**config.mk**
```make
export PLATFORM = sky130hd
export DESIGN_NAME = qenc_counter
export DESIGN_NICKNAME = d
export VERILOG_FILES = /design/src/rtl/qc_pkg.sv /design/src/rtl/qc_sync.sv /design/src/rtl/qc_quad_decoder.sv /design/src/rtl/qc_count_core.sv /design/src/rtl/qc_bus_regs.sv /design/src/rtl/qenc_counter.sv
export SDC_FILE = /design/constraint.sdc
export NUM_CORES = 1
export LEC_CHECK = 0
export BUFFER_PORTS_ARGS = -buffer_cell sky130_fd_sc_hd__buf_2
export CORE_MARGIN = 8
export CORE_UTILIZATION = 65
export CTS_CLUSTER_SIZE = 20
export DETAILED_ROUTE_END_ITERATION = 8
export PLACE_DENSITY_LB_ADDON = 0.05
export SLEW_MARGIN = 10
export SYNTH_ARGS = -nofsm -noshare
export SYNTH_HDL_FRONTEND = slang
export SYNTH_HIERARCHICAL = 1
export SYNTH_SLANG_ARGS = --single-unit
```
**constraint.sdc**
```tcl
create_clock -name clk -period 9.27 [get_ports clk]
set_clock_uncertainty 0.1 [all_clocks]
set_input_delay 1.3905 -clock clk [delete_from_list [all_inputs] [get_ports clk]]
set_output_delay 1.3905 -clock clk [all_outputs]
set_load 0.05 [all_outputs]
```
**src/rtl/qc_pkg.sv**
```systemverilog
package qc_pkg;

    typedef enum logic [1:0] {
        SEL_ACTION = 2'b00,
        SEL_INPUT  = 2'b01,
        SEL_OUTPUT = 2'b10,
        SEL_QUAD   = 2'b11
    } cmd_sel_e;

    typedef enum logic [1:0] {
        QM_OFF = 2'b00,
        QM_X1  = 2'b01,
        QM_X2  = 2'b10,
        QM_X4  = 2'b11
    } quad_mode_e;

    // state name = last sampled {A,B}
    typedef enum logic [1:0] {
        PH_00 = 2'b00,
        PH_01 = 2'b01,
        PH_10 = 2'b10,
        PH_11 = 2'b11
    } phase_e;

    localparam int ACT_PTR_RST = 0;
    localparam int ACT_LATCH   = 1;
    localparam int ACT_CLEAR   = 2;
    localparam int ACT_LOAD    = 3;
    localparam int ACT_MRST    = 5;
    localparam int IN_ENABLE   = 3;

endpackage

```
**src/rtl/qc_sync.sv**
```systemverilog
module qc_sync #(
    parameter int WIDTH  = 3,
    parameter int STAGES = 2
) (
    input  logic             clk,
    input  logic             rst_n,
    input  logic [WIDTH-1:0] d,
    output logic [WIDTH-1:0] q
);

    logic [STAGES-1:0][WIDTH-1:0] chain;

    always_ff @(posedge clk or negedge rst_n) begin
        if (!rst_n) begin
            chain <= '0;
        end else begin
            chain[0] <= d;
            for (int s = 1; s < STAGES; s++) begin
                chain[s] <= chain[s-1];
            end
        end
    end

    assign q = chain[STAGES-1];

endmodule

```
**src/rtl/qc_quad_decoder.sv**
```systemverilog
module qc_quad_decoder
    import qc_pkg::*;
(
    input  logic       clk,
    input  logic       rst_n,
    input  logic       a,
    input  logic       b,
    input  logic       enable,
    input  quad_mode_e mode,
    output logic       step_up,
    output logic       step_dn
);

    phase_e     phase_q;
    logic [1:0] cur;
    logic       fwd;
    logic       rev;
    logic       a_moved;
    logic       x1_pair;
    logic       qual;

    assign cur = {a, b};

    // state register: always follows the sampled phase
    always_ff @(posedge clk or negedge rst_n) begin
        if (!rst_n) begin
            phase_q <= PH_00;
        end else begin
            phase_q <= phase_e'(cur);
        end
    end

    // outputs: classify the transition out of the current state
    always_comb begin
        fwd = 1'b0;
        rev = 1'b0;
        unique case (phase_q)
            PH_00: begin fwd = (cur == 2'b10); rev = (cur == 2'b01); end
            PH_10: begin fwd = (cur == 2'b11); rev = (cur == 2'b00); end
            PH_11: begin fwd = (cur == 2'b01); rev = (cur == 2'b10); end
            PH_01: begin fwd = (cur == 2'b00); rev = (cur == 2'b11); end
        endcase

        a_moved = cur[1] ^ phase_q[1];
        x1_pair = ((phase_q == PH_00) && (cur == 2'b10)) ||
                  ((phase_q == PH_10) && (cur == 2'b00));

        unique case (mode)
            QM_OFF: qual = 1'b0;
            QM_X1:  qual = x1_pair;
            QM_X2:  qual = a_moved;
            QM_X4:  qual = 1'b1;
        endcase

        step_up = enable & qual & fwd;
        step_dn = enable & qual & rev;
    end


    double_ignored_chk: assert property (@(posedge clk) disable iff (!rst_n)
        ((cur[1] != phase_q[1]) && (cur[0] != phase_q[0])) |-> (!step_up && !step_dn));


    x1_edge_chk: assert property (@(posedge clk) disable iff (!rst_n)
        ((mode == QM_X1) && (step_up || step_dn)) |-> ((phase_q == PH_00) || (phase_q == PH_10)));

endmodule

```
**src/rtl/qc_count_core.sv**
```systemverilog
module qc_count_core #(
    parameter int COUNT_W = 24
) (
    input  logic               clk,
    input  logic               rst_n,
    input  logic               step_up,
    input  logic               step_dn,
    input  logic               do_clear,
    input  logic               do_load,
    input  logic [COUNT_W-1:0] preset,
    output logic [COUNT_W-1:0] count,
    output logic               carry,
    output logic               borrow
);

    localparam logic [COUNT_W-1:0] CNT_MAX = '1;
    localparam logic [COUNT_W-1:0] CNT_ONE = COUNT_W'(1);

    logic quiet;
    assign quiet = !do_clear && !do_load;

    always_ff @(posedge clk or negedge rst_n) begin
        if (!rst_n) begin
            count  <= '0;
            carry  <= 1'b0;
            borrow <= 1'b0;
        end else if (do_load) begin
            count <= preset;
            if (do_clear) begin
                carry  <= 1'b0;
                borrow <= 1'b0;
            end
        end else if (do_clear) begin
            count  <= '0;
            carry  <= 1'b0;
            borrow <= 1'b0;
        end else if (step_up) begin
            count <= count + CNT_ONE;
            if (count == CNT_MAX) carry <= 1'b1;
        end else if (step_dn) begin
            count <= count - CNT_ONE;
            if (count == '0) borrow <= 1'b1;
        end
    end


    step_bound_chk: assert property (@(posedge clk) disable iff (!rst_n)
        quiet |=> ((count == $past(count)) || (count == $past(count) + CNT_ONE) ||
                   (count == $past(count) - CNT_ONE)));


    carry_set_chk: assert property (@(posedge clk) disable iff (!rst_n)
        (quiet && step_up && (count == CNT_MAX)) |=> (carry && (count == '0)));


    borrow_set_chk: assert property (@(posedge clk) disable iff (!rst_n)
        (quiet && step_dn && (count == '0)) |=> (borrow && (count == CNT_MAX)));


    load_wins_chk: assert property (@(posedge clk) disable iff (!rst_n)
        do_load |=> (count == $past(preset)));

endmodule

```
**src/rtl/qc_bus_regs.sv**
```systemverilog
module qc_bus_regs
    import qc_pkg::*;
#(
    parameter int COUNT_W = 24,
    parameter int BYTE_W  = 8
) (
    input  logic               clk,
    input  logic               rst_n,
    input  logic               ctrl_sel,
    input  logic               wr,
    input  logic               rd,
    input  logic [BYTE_W-1:0]  wdata,
    input  logic               strobe_sync,
    input  logic [COUNT_W-1:0] count,
    output logic [BYTE_W-1:0]  rdata,
    output logic [COUNT_W-1:0] preset,
    output logic               in_en,
    output quad_mode_e         qmode,
    output logic               do_clear,
    output logic               do_load
);

    localparam int NBYTES = COUNT_W / BYTE_W;
    localparam int PTR_W  = (NBYTES > 1) ? $clog2(NBYTES) : 1;
    localparam logic [PTR_W-1:0] PTR_LAST = PTR_W'(NBYTES - 1);

    logic [PTR_W-1:0]   ptr;
    logic [COUNT_W-1:0] olatch;
    logic               strobe_q;
    logic               strobe_rise;
    cmd_sel_e           sel;
    logic               cmd_wr, data_wr, data_rd, data_acc;
    logic               act, mrst, ptr_rst, latch_now;
    logic               unused_bits;

    assign sel         = cmd_sel_e'(wdata[BYTE_W-1:BYTE_W-2]);
    assign cmd_wr      = wr && ctrl_sel;
    assign data_wr     = wr && !ctrl_sel;
    assign data_rd     = rd && !ctrl_sel;
    assign data_acc    = data_wr || data_rd;
    assign act         = cmd_wr && (sel == SEL_ACTION);
    assign mrst        = act && wdata[ACT_MRST];
    assign ptr_rst     = act && wdata[ACT_PTR_RST];
    assign strobe_rise = strobe_sync && !strobe_q;
    assign latch_now   = (act && wdata[ACT_LATCH]) || strobe_rise;
    assign do_clear    = (act && wdata[ACT_CLEAR]) || mrst;
    assign do_load     = act && wdata[ACT_LOAD] && !mrst;
    assign unused_bits = ^{wdata[4], wdata[2:0], rd && ctrl_sel};

    always_ff @(posedge clk or negedge rst_n) begin
        if (!rst_n) strobe_q <= 1'b0;
        else        strobe_q <= strobe_sync;
    end

    // configuration registers
    always_ff @(posedge clk or negedge rst_n) begin
        if (!rst_n) begin
            in_en <= 1'b0;
            qmode <= QM_OFF;
        end else if (mrst) begin
            in_en <= 1'b0;
            qmode <= QM_OFF;
        end else if (cmd_wr) begin
            unique case (sel)
                SEL_INPUT:  in_en <= wdata[IN_ENABLE];
                SEL_QUAD:   qmode <= quad_mode_e'(wdata[1:0]);
                SEL_ACTION,
                SEL_OUTPUT: ;
            endcase
        end
    end

    // byte pointer
    always_ff @(posedge clk or negedge rst_n) begin
        if (!rst_n) begin
            ptr <= '0;
        end else if (mrst || ptr_rst) begin
            ptr <= '0;
        end else if (data_acc) begin
            ptr <= (ptr == PTR_LAST) ? '0 : ptr + PTR_W'(1);
        end
    end

    // preset byte lanes and output latch
    always_ff @(posedge clk or negedge rst_n) begin
        if (!rst_n) begin
            preset <= '0;
            olatch <= '0;
        end else if (mrst) begin
            preset <= '0;
            olatch <= '0;
        end else begin
            if (data_wr) begin
                for (int i = 0; i < NBYTES; i++) begin
                    if (ptr == PTR_W'(i)) preset[i*BYTE_W +: BYTE_W] <= wdata;
                end
            end
            if (latch_now) olatch <= count;
        end
    end

    always_comb begin
        rdata = '0;
        for (int i = 0; i < NBYTES; i++) begin
            if (ptr == PTR_W'(i)) rdata = olatch[i*BYTE_W +: BYTE_W];
        end
    end


    ptr_wrap_chk: assert property (@(posedge clk) disable iff (!rst_n)
        (data_acc && !mrst && !ptr_rst && (ptr == PTR_LAST)) |=> (ptr == '0));


    mrst_defaults_chk: assert property (@(posedge clk) disable iff (!rst_n)
        mrst |=> ((ptr == '0) && (preset == '0) && (olatch == '0) && !in_en && (qmode == QM_OFF)));


    latch_capture_chk: assert property (@(posedge clk) disable iff (!rst_n)
        (latch_now && !mrst) |=> (olatch == $past(count)));

endmodule

```
**src/rtl/qenc_counter.sv**
```systemverilog
module qenc_counter
    import qc_pkg::*;
#(
    parameter int COUNT_W     = 24,
    parameter int BYTE_W      = 8,
    parameter int SYNC_STAGES = 2
) (
    input  logic              clk,
    input  logic              rst_n,
    input  logic              bus_ctrl_sel,
    input  logic              bus_wr,
    input  logic              bus_rd,
    input  logic [BYTE_W-1:0] bus_wdata,
    output logic [BYTE_W-1:0] bus_rdata,
    input  logic              enc_a,
    input  logic              enc_b,
    input  logic              latch_strobe,
    output logic              carry_flag,
    output logic              borrow_flag
);

    logic [2:0]         sync_q;
    logic               step_up, step_dn;
    logic               do_clear, do_load;
    logic               in_en;
    quad_mode_e         qmode;
    logic [COUNT_W-1:0] preset;
    logic [COUNT_W-1:0] count;

    qc_sync #(.WIDTH(3), .STAGES(SYNC_STAGES)) i_sync (
        .clk   (clk),
        .rst_n (rst_n),
        .d     ({latch_strobe, enc_a, enc_b}),
        .q     (sync_q)
    );

    qc_quad_decoder i_dec (
        .clk     (clk),
        .rst_n   (rst_n),
        .a       (sync_q[1]),
        .b       (sync_q[0]),
        .enable  (in_en),
        .mode    (qmode),
        .step_up (step_up),
        .step_dn (step_dn)
    );

    qc_count_core #(.COUNT_W(COUNT_W)) i_core (
        .clk      (clk),
        .rst_n    (rst_n),
        .step_up  (step_up),
        .step_dn  (step_dn),
        .do_clear (do_clear),
        .do_load  (do_load),
        .preset   (preset),
        .count    (count),
        .carry    (carry_flag),
        .borrow   (borrow_flag)
    );

    qc_bus_regs #(.COUNT_W(COUNT_W), .BYTE_W(BYTE_W)) i_regs (
        .clk         (clk),
        .rst_n       (rst_n),
        .ctrl_sel    (bus_ctrl_sel),
        .wr          (bus_wr),
        .rd          (bus_rd),
        .wdata       (bus_wdata),
        .strobe_sync (sync_q[2]),
        .count       (count),
        .rdata       (bus_rdata),
        .preset      (preset),
        .in_en       (in_en),
        .qmode       (qmode),
        .do_clear    (do_clear),
        .do_load     (do_load)
    );


    disabled_hold_chk: assert property (@(posedge clk) disable iff (!rst_n)
        (!in_en && !do_clear && !do_load) |=> $stable(count));

endmodule

```
# Word-level counts from Yosys, hierarchy flattened
# Index checks and enable logic that the tools add are counted.
[totals]
regBits = 88
wordCells = 121
inputBits = 16
out_inout_bits = 10
[op_classes]
eq_ne = 16
addsub = 3
reduce_logical = 48
n_bitwise = 4
muxes = 36
[ops]
columns = ["op", "n"]
rows = [
  ["two-way mux 24 bit", 8],
  ["two-way mux 8 bit", 6],
  ["nonzero test 2 bit", 13],
  ["adder 24 x 1 -> 24 bit (second input constant)", 1],
  ["== test 24 bit (second input constant)", 1],
  ["zero test 24 bit", 1],
  ["subtractor 24 x 1 -> 24 bit (second input constant)", 1],
  ["== test 2 bit (second input constant)", 8],
  ["logical AND 1 bit", 13],
  ["two-way mux 1 bit", 13],
  ["two-way mux 2 bit", 6],
  ["one-hot mux 1 bit (4 select lines)", 3],
  ["== test 2 x 1 -> 1 bit (second input constant)", 5],
  ["zero test 2 bit", 5],
  ["AND reduction 2 bit", 5],
  ["logical OR 1 bit", 5],
  ["!= test 2 bit (second input constant)", 2],
  ["AND reduction 4 bit", 1],
  ["nonzero test 4 bit", 1],
  ["bitwise AND 1 bit", 3],
  ["zero test 1 bit", 3],
  ["AND reduction 3 bit", 1],
  ["adder 2 x 1 -> 2 bit (second input constant)", 1],
  ["bitwise XOR 1 bit", 1],
]

# Longest topological paths before layout
# Gate-level depths: netlist (run 1).
[logic_depth]
depth_word = 10
mapped_depth = 16
depth_no_buf = 13

# Hierarchy
# Netlist (run 1), hierarchy kept.
[by_module_without_submodules]
columns = ["module", "cells_each", "instances", "area_each_um2", "seq_area_each_um2"]
rows = [
  ["qc_bus_regs", 250, 1, 2650.0, 1351.3],
  ["qc_count_core", 306, 1, 2492.4, 650.6],
  ["qc_sync", 9, 1, 172.7, 150.1],
  ["qc_quad_decoder", 11, 1, 128.9, 50.0],
]

# Worst setup path after synthesis (run 1)
# No wires, ideal clock.
[synth_timing]
path_kind = "register to register"
start = "register i_sync.chain (netlist bit i_sync/q[0])"
end = "register i_core.count[23]"
t_required_ns = 9.042
synth_period_minus_slack_ns = 3.661
path_slack_ns = 5.609
setup_time_ns = 0.128
path_stages_with_launch = 16
t_arrival_ns = 3.432
n_path_buf = 2
path_cell_list = "dfrtp_1 > buf_4 > nor3b_2 > o221ai_2 > nor3_2 > clkbuf_1 > inv_1 > ha_1 > o211ai_2 > o211ai_2 > a221oi_2 > o31a_4 > o21ai_4 > and4_1 > o211a_1 > o21ai_2"
[synth_via]
elab_chain_len = 9
elab_cells_between_ends = 17
cone_classes = "eq/ne: 3; mux: 6; bitwise: 3; reduce/logical: 5"
[synth_lines]
columns = ["element", "line", "rtl"]
rows = [
  ["from (decl)", "qc_sync.sv:11", "logic [STAGES-1:0][WIDTH-1:0] chain;"],
  ["from (signal, indexed assignment)", "qc_sync.sv:19", "chain[s] <= chain[s-1];"],
  ["== test 2 bit / zero test 2 bit (equally long branches)", "-", ""],
  ["logical AND 1 bit (on tied branches)", "qc_quad_decoder.sv:45, qc_quad_decoder.sv:46", ""],
  ["logical OR 1 bit", "qc_quad_decoder.sv:45", "x1_pair = ((phase_q == PH_00) && (cur == 2'b10)) ||"],
  ["one-hot mux 1 bit (4 select lines)", "qc_quad_decoder.sv:48", "unique case (mode)"],
  ["bitwise AND 1 bit", "qc_quad_decoder.sv:55", "step_up = enable & qual & fwd;"],
  ["bitwise AND 1 bit (*)", "qc_quad_decoder.sv:55", ""],
  ["named net step_up", "qenc_counter.sv:23", "logic step_up, step_dn;"],
  ["two-way mux 24 bit", "qc_count_core.sv:37", "end else if (step_up) begin"],
  ["two-way mux 24 bit", "qc_count_core.sv:33", "end else if (do_clear) begin"],
  ["two-way mux 24 bit", "qc_count_core.sv:27", "end else if (do_load) begin"],
  ["to (signal assigned)", "qc_count_core.sv:28", "count <= preset;"],
  ["to (signal assigned)", "qc_count_core.sv:38", "count <= count + CNT_ONE;"],
  ["to (signal assigned)", "qc_count_core.sv:41", "count <= count - CNT_ONE;"],
  ["to (decl)", "qc_count_core.sv:11", "output logic [COUNT_W-1:0] count,"],
]
# Mark *: on every way through the listed nets, which the timed path passes. The rest lies on a longest branch.
# A chain may end at the register's enable or synchronous reset.

# Worst setup path in the final report (run 1)
[layout_timing]
start = "register i_dec.phase_q[0]"
end = "register i_core.count[18]"
[layout_via]
elab_chain_len = 9
elab_cells_between_ends = 17
cone_classes = "eq/ne: 3; mux: 6; bitwise: 3; reduce/logical: 5"
[layout_lines]
columns = ["element", "line", "rtl"]
rows = [
  ["from (decl)", "qc_quad_decoder.sv:14", "phase_e phase_q;"],
  ["from (signal assigned)", "qc_quad_decoder.sv:29", "phase_q <= phase_e'(cur);"],
  ["== test 2 bit / zero test 2 bit (equally long branches)", "qc_quad_decoder.sv:37, qc_quad_decoder.sv:46, qc_quad_decoder.sv:45", ""],
  ["logical AND 1 bit (on tied branches)", "qc_quad_decoder.sv:46, qc_quad_decoder.sv:45", ""],
  ["logical OR 1 bit", "qc_quad_decoder.sv:45", ""],
  ["one-hot mux 1 bit (4 select lines)", "qc_quad_decoder.sv:48", ""],
  ["bitwise AND 1 bit", "qc_quad_decoder.sv:55", ""],
  ["bitwise AND 1 bit (*)", "qc_quad_decoder.sv:55", ""],
  ["named net step_up", "qenc_counter.sv:23", ""],
  ["two-way mux 24 bit", "qc_count_core.sv:37", ""],
  ["two-way mux 24 bit", "qc_count_core.sv:33", ""],
  ["two-way mux 24 bit", "qc_count_core.sv:27", ""],
]
# Marks and branches as above.

==> impl_metrics.tcl, run 1 <==
set metrics [dict create \
    slew_violations 0 \
    synth_top_area_frac 0.4045 \
    arrival_ns 4.62 \
    status "complete, no violations" \
    synth_flop_cell "dfrtp_1" \
    finalCriticalPeriod_ns 4.493 \
    cp_data_required_time_ns 9.40 \
    final.setup.worst_slack_ns 4.777 \
    diodes 0 \
    drt_iter0_drc 531 \
    die_w_um 107.5 \
    yosysTopAreaCell "dfrtp_1" \
    clk_pin_slew_ns 0.09 \
    holdWs_ns 0.2632 \
    hold_path_depth 0 \
    syn_nets 615 \
    grt_pass1_vias 4504 \
    timing.reg2reg.setup_slack_ns 4.78 \
    cts_tree "yes" \
    antenna_found_initial 0 \
    ctsResizeCount 0 \
    maxCapViolCount 0 \
    worst_r2r_path_depth 13 \
    drcViolationCount 0 \
    routedWlPerCell_um 21.53 \
    rsz0062_at_grt "no" \
    die_y_um 107.5 \
    synth-seq-area-share 0.4045 \
    hold_path.class "reg2reg" \
    insertion_delay_ns 0.36 \
    nNetsFinal 622 \
    final_cells 693 \
    grt_util_all_layers 0.2638 \
    synthCells 576 \
    cts_num_sinks 88 \
    synthArstFlopShare 1.000 \
    grt_pass1_wl_um 24030 \
    synthTopCellsByArea "dfrtp_1 (40%), mux2i_1 (9.6%), o21ai_0 (7.7%), ha_1 (5.1%), nor2_1 (3.9%)" \
    grt_start_max_net_pins 89 \
    min_from "i_sync/chain[0]$_DFF_PN0_" \
    r2r_end "i_core/count[18]$_DFFE_PN0P_" \
    p_total_mw 2.017 \
    drive_gt1_frac 0.1361 \
    port_buffers 25 \
    synth_cell_type_count 72 \
    root_buffer "clkbuf_8" \
    initial_core_util 0.6659 \
    p_leak_nw 2.549 \
    syn_avg_cell_area_sq_um 9.451 \
    fillCellCount 650 \
    fin_crit_sh 0.4847 \
    cts_buffer_depth 2 \
    start_kind "flop" \
    cts_setup_buffers 0 \
    coreArea_sq_um 8175 \
    routed_wl_um 14920 \
    dr_total_vias 4648 \
    cts_buffers 9 \
    pin_count 26 \
    yosysWarnings 6 \
    finalHoldViolations 0 \
    ant_nets 0 \
    tightest_slew_ns 1.145 \
    p_per_area_nw_per_um2 349.5 \
    max-slew-margin-rel 0.2326 \
    synth_edf_count 0 \
    cts.hold.buffers_added 0 \
    cts_max_level 3 \
    first_pass_iters 5 \
    ir_drop_uv 206.6 \
    dp.cells 676 \
    post-place-ws_ns 4.864 \
    fmax_mhz 222.6 \
    netlist_area_sq_um 5444 \
    area_delta_synth_final_pct 5.999 \
    hold-path-endpoint "i_sync/q[0]$_DFF_PN0_" \
    regArea_sq_um 2202 \
    path_class "reg2reg" \
    drt-vias-per-instance 6.707 \
    dp_hpwl_um 10510 \
    final-setup-viol-count 0 \
    cp_max_fo 23 \
    critPathCaptureType "flop" \
    tns_ns 0 \
    gp_congestion 0.9158 \
    ys_ff_latch 88 \
    grt_overflow 0 \
    multi_input_area_sq_um 3004 \
    std_cell_rows 33 \
    dieArea_sq_um 11560 \
    r2r_start "i_dec/phase_q[0]$_DFF_PN0_" \
]
-- layer usage --
metal	track usage	vias to the layer above	part of all wire
met2	0.4026	222	0.47
met1	0.3638	2281	0.43
met4	0.1001	0	0.029
met3	0.04850	32	0.075
li1	-	2113	-
met5	0	-	0
-- cell families (layout without fill, tap and decap cells) --
| group | after synthesis | in the layout | share of synthesized area |
|---|---|---|---|
| xor gates and xnor gates | 23 | 23 | 0.03700 |
| DFF | 88 | 88 | 0.4045 |
| buffers and inverters | 46 | 58 | 0.04712 |
| adders and majority gates | 23 | 23 | 0.05424 |
| and+or+nand+nor | 159 | 159 | 0.1457 |
| AOI/OAI and AO/OA | 185 | 185 | 0.2158 |
| muxes | 52 | 52 | 0.09561 |
-- worst max-delay path by stage --
stage | start | to | slack, ns
final | i_dec/phase_q[0]$_DFF_PN0_ | i_core/count[18]$_DFFE_PN0P_ | 4.78
after global routing | i_sync/q[1]$_DFF_PN0_ | i_core/count[16]$_DFFE_PN0P_ | 4.39
after CTS | i_dec/phase_q[0]$_DFF_PN0_ | i_core/count[18]$_DFFE_PN0P_ | 4.83
after detailed placement | i_sync/q[1]$_DFF_PN0_ | i_core/count[18]$_DFFE_PN0P_ | 4.86
after global placement | bus_wdata[5] | i_core/count[16]$_DFFE_PN0P_ | 4.99
after floorplan | i_sync/q[0]$_DFF_PN0_ | i_core/count[23]$_DFFE_PN0P_ | 5.61
-- sequential cells by signal (all words and copies together) (netlist names), 2 cells and up --
signal / flops
i_regs/preset: 24
i_dec/phase_q: 2
i_regs/qmode: 2
i_sync/chain: 3
i_sync/q: 3
i_core/count: 24
i_regs/ptr: 2
i_regs/olatch: 24
-- cells in the mapped netlist (3+ instances only) --
library cell	number
buf_2	7
inv_1	10
clkbuf_1	19
nor3_1	9
a211oi_2	4
and3_1	3
a21oi_1	38
nor2_1	56
nor2b_1	5
dfrtp_1	88
xnor2_1	8
nand3_1	7
o21ai_1	4
a221oi_1	3
mux2i_1	52
o21ai_0	84
a211oi_1	3
ha_1	22
nand2_1	40
buf_4	4
nand4_1	6
a21o_1	5
o211ai_1	3
nor4_1	7
a22o_1	3
a22oi_1	10
xor2_1	15
-- per-stage QoR --
step,util,area [sq um]
6_report,0.7058,5771
5_1_grt,0.7058,5771
4_1_cts,0.7025,5743
3_5_place_dp,0.6786,5548
3_3_place_gp,0.6786,5548
2_1_floorplan,-,5444
-- layout make-up --
class	count	share of cell area
clock buffers	10	0.02385
flip-flops and latches	88	0.3816
repair buffers	32	0.03469
inverters	10	0.006505
clock inverters	6	0.009974
multi-input cells	442	0.5206
well taps	105	0.02277
-- placed cells by master (no fill, tap or decap), types with 3 or more instances in the layout --
master	Yosys	layout
a211oi_1	3	3
a211oi_2	4	4
a21o_1	5	5
a21oi_1	38	38
a221oi_1	3	3
a22o_1	3	3
a22oi_1	10	10
and3_1	3	3
buf_2	7	24
buf_4	4	7
clkbuf_8	2	10
dfrtp_1	88	88
ha_1	22	22
inv_1	10	10
inv_6	0	4
mux2i_1	52	52
nand2_1	40	40
nand3_1	7	7
nand4_1	6	6
nor2_1	56	56
nor2b_1	5	5
nor3_1	9	9
nor4_1	7	7
o211ai_1	3	3
o21ai_0	84	84
o21ai_1	4	4
xnor2_1	8	8
xor2_1	15	15
-- critical path, stage by stage (launching register included) --
cell       delay (ns)
dfrtp_1          0.41
nor3b_2          0.21
o221ai_2         0.13
nor3_2           0.68
inv_1            0.64
ha_1             0.53
and2b_1          0.21
o2111ai_1        0.35
a211oi_2         0.17
nor2_1           0.26
o211ai_1         0.12
a21oi_1          0.19
xor2_1           0.22
o21ai_0          0.13
-- where the power goes --
part / switching [mW] / total (mW) / internal [mW] / leakage (nW)
Sequential: 0.200 / 0.738 / 0.538 / 1.08
Combinational: 0.623 / 1.02 / 0.393 / 1.36
Clock: 0.150 / 0.262 / 0.112 / 0.102
Total: 0.973 / 2.02 / 1.04 / 2.55
Power figures use the tool's default switching activity.
==> inputs of run 2 (changes only) <==
- CORE_UTILIZATION: 65 -> 56
- clock period: 9.27 -> 3.9 ns (I/O delays scaled with it)
==> impl_metrics.tcl, run 2 (synthesized netlist as in run 1, its figures left out) <==
set metrics [dict create \
    status "complete, no violations" \
    fillCellCount 858 \
    path_class "reg2reg" \
    hold_path.class "in2reg" \
    cp_max_fo 17 \
    grt_util_all_layers 0.2286 \
    antenna_found_initial 0 \
    timing.reg2reg.setup_slack_ns 0.41 \
    dieArea_sq_um 13130 \
    drcViolationCount 0 \
    tns_ns 0 \
    area_delta_synth_final_pct 7.562 \
    fin_crit_sh 0.8952 \
    cp_data_required_time_ns 4.03 \
    clk_pin_slew_ns 0.09 \
    ir_drop_uv 376.6 \
    grt_pass1_wl_um 23600 \
    max-slew-margin-rel 0.2135 \
    critical_path.max_stage_delay_ns 0.41 \
    grt_overflow 0 \
    insertion_delay_ns 0.36 \
    final-setup-viol-count 0 \
    maxCapViolCount 0 \
    diodes 0 \
    ctsResizeCount 0 \
    drive_gt1_frac 0.1419 \
    cts_tree "yes" \
    path_cells "nor3b_2, o221ai_2, nor3_2, inv_1, buf_4, ha_1, a21oi_1, o21ai_0, and2_1, nor3_1, o21bai_1, a21oi_1, xor2_1, o21ai_0" \
    drt-vias-per-instance 6.279 \
    port_buffers 25 \
    nNetsFinal 626 \
    cts_max_level 3 \
    post-place-ws_ns 0.4294 \
    p_total_mw 4.822 \
    grt_pass1_vias 4514 \
    p_per_area_nw_per_um2 823.4 \
    initial_core_util 0.5674 \
    arrival_ns 3.62 \
    grt_start_max_net_pins 69 \
    drt_iter0_drc 363 \
    root_buffer "clkbuf_8" \
    ant_nets 0 \
    critPathCaptureType "flop" \
    start_kind "flop" \
    pin_count 26 \
    final.setup.worst_slack_ns 0.4087 \
    routedWlPerCell_um 19.73 \
    cts_setup_buffers 0 \
    tightest_slew_ns 1.177 \
    cp_slowest_cell "dfrtp_1" \
    largestRegisters "i_core/count x24, i_regs/olatch x24, i_regs/preset x24" \
    cts_num_sinks 88 \
    finalHoldViolations 0 \
    p_leak_nw 2.578 \
    gp_congestion 0.9195 \
    first_pass_iters 5 \
    cts_buffers 9 \
    routed_wl_um 14300 \
    std_cell_rows 36 \
    holdWs_ns 0.2234 \
    layout_commonest_cell "dfrtp_1" \
    finalCriticalPeriod_ns 3.491 \
    finish.utilization 0.6103 \
    slew_violations 0 \
    die_w_um 114.6 \
    cts.hold.buffers_added 0 \
    die_y_um 114.6 \
    dr_total_vias 4552 \
    fmax_mhz 286.4 \
    rsz0062_at_grt "no" \
    dp_hpwl_um 10470 \
    coreArea_sq_um 9594 \
    cts_buffer_depth 2 \
    layout_common_cells "dfrtp_1 (88), o21ai_0 (84), nor2_1 (56), mux2i_1 (52), nand2_1 (40)" \
]
==> run 2: changes by cell type in the layout (fill, tap and decap cells not counted), sizes merged <==
cell and delta:
buf +4, bufinv +2, clkinv +1, inv -3
==> run 2: worst max-delay path: cells and delay by family (launching register included) <==
family	cells	cell delay [ns]
AOI/OAI and AO/OA	6	0.92
and+or+nand+nor	4	0.92
buffers and inverters	2	0.44
DFF	1	0.41
adders and majority gates	1	0.38
xor gates and xnor gates	1	0.20
==> run 2: final cells by class <==
| type | count | area (sq um) | area share |
|---|---|---|---|
| multi-input combinational | 442 | 3004 | 0.5130 |
| sequential | 88 | 2202 | 0.3761 |
| timing repair buffer | 36 | 210.2 | 0.03590 |
| tap | 133 | 166.4 | 0.02842 |
| clock buffer | 10 | 137.6 | 0.02350 |
| clock inverter | 6 | 97.59 | 0.01667 |
| inverter | 10 | 37.54 | 0.006410 |
==> run 2: through the flow <==
| step | area [sq um] | std cells |
|---|---|---|
| 6_report | 5856 | 725 |
| 5_1_grt | 5856 | 725 |
| 4_1_cts | 5856 | 725 |
| 3_5_place_dp | 5620 | 709 |
| 3_3_place_gp | 5620 | 709 |
| 2_1_floorplan | 5444 | 576 |
==> run 2: per-layer routing <==
| metal | GRT usage | vias to the layer above | share of wire |
|---|---|---|---|
| met5 | 0 | - | 0 |
| met4 | 0.07808 | 0 | 0.019 |
| met3 | 0.03534 | 24 | 0.052 |
| met2 | 0.3606 | 162 | 0.47 |
| met1 | 0.3118 | 2246 | 0.46 |
| li1 | - | 2120 | - |
==> run 2: path summary, 6_finish.rpt <==
| check | cells after the start | endpoint | startpoint |
|---|---|---|---|
| min in group asynchronous | 1 | i_regs/olatch[21]$_DFFE_PN0P_ | rst_n |
| max reg2reg | 14 | i_core/count[20]$_DFFE_PN0P_ | i_dec/phase_q[0]$_DFF_PN0_ |
| min reg2reg | 0 | i_sync/q[1]$_DFF_PN0_ | i_sync/chain[1]$_DFF_PN0_ |
| min | 1 | i_sync/chain[1]$_DFF_PN0_ | enc_a |
| max in group asynchronous | 2 | i_regs/olatch[5]$_DFFE_PN0P_ | rst_n |
| max | 14 | i_core/count[20]$_DFFE_PN0P_ | i_dec/phase_q[0]$_DFF_PN0_ |
==> run 2: report_power, final <==
| part | switching (mW) | total (mW) | internal (mW) |
|---|---|---|---|
| combinational | 1.44 | 2.37 | 0.932 |
| clock | 0.348 | 0.736 | 0.389 |
| sequential | 0.433 | 1.71 | 1.28 |
| total | 2.22 | 4.82 | 2.60 |
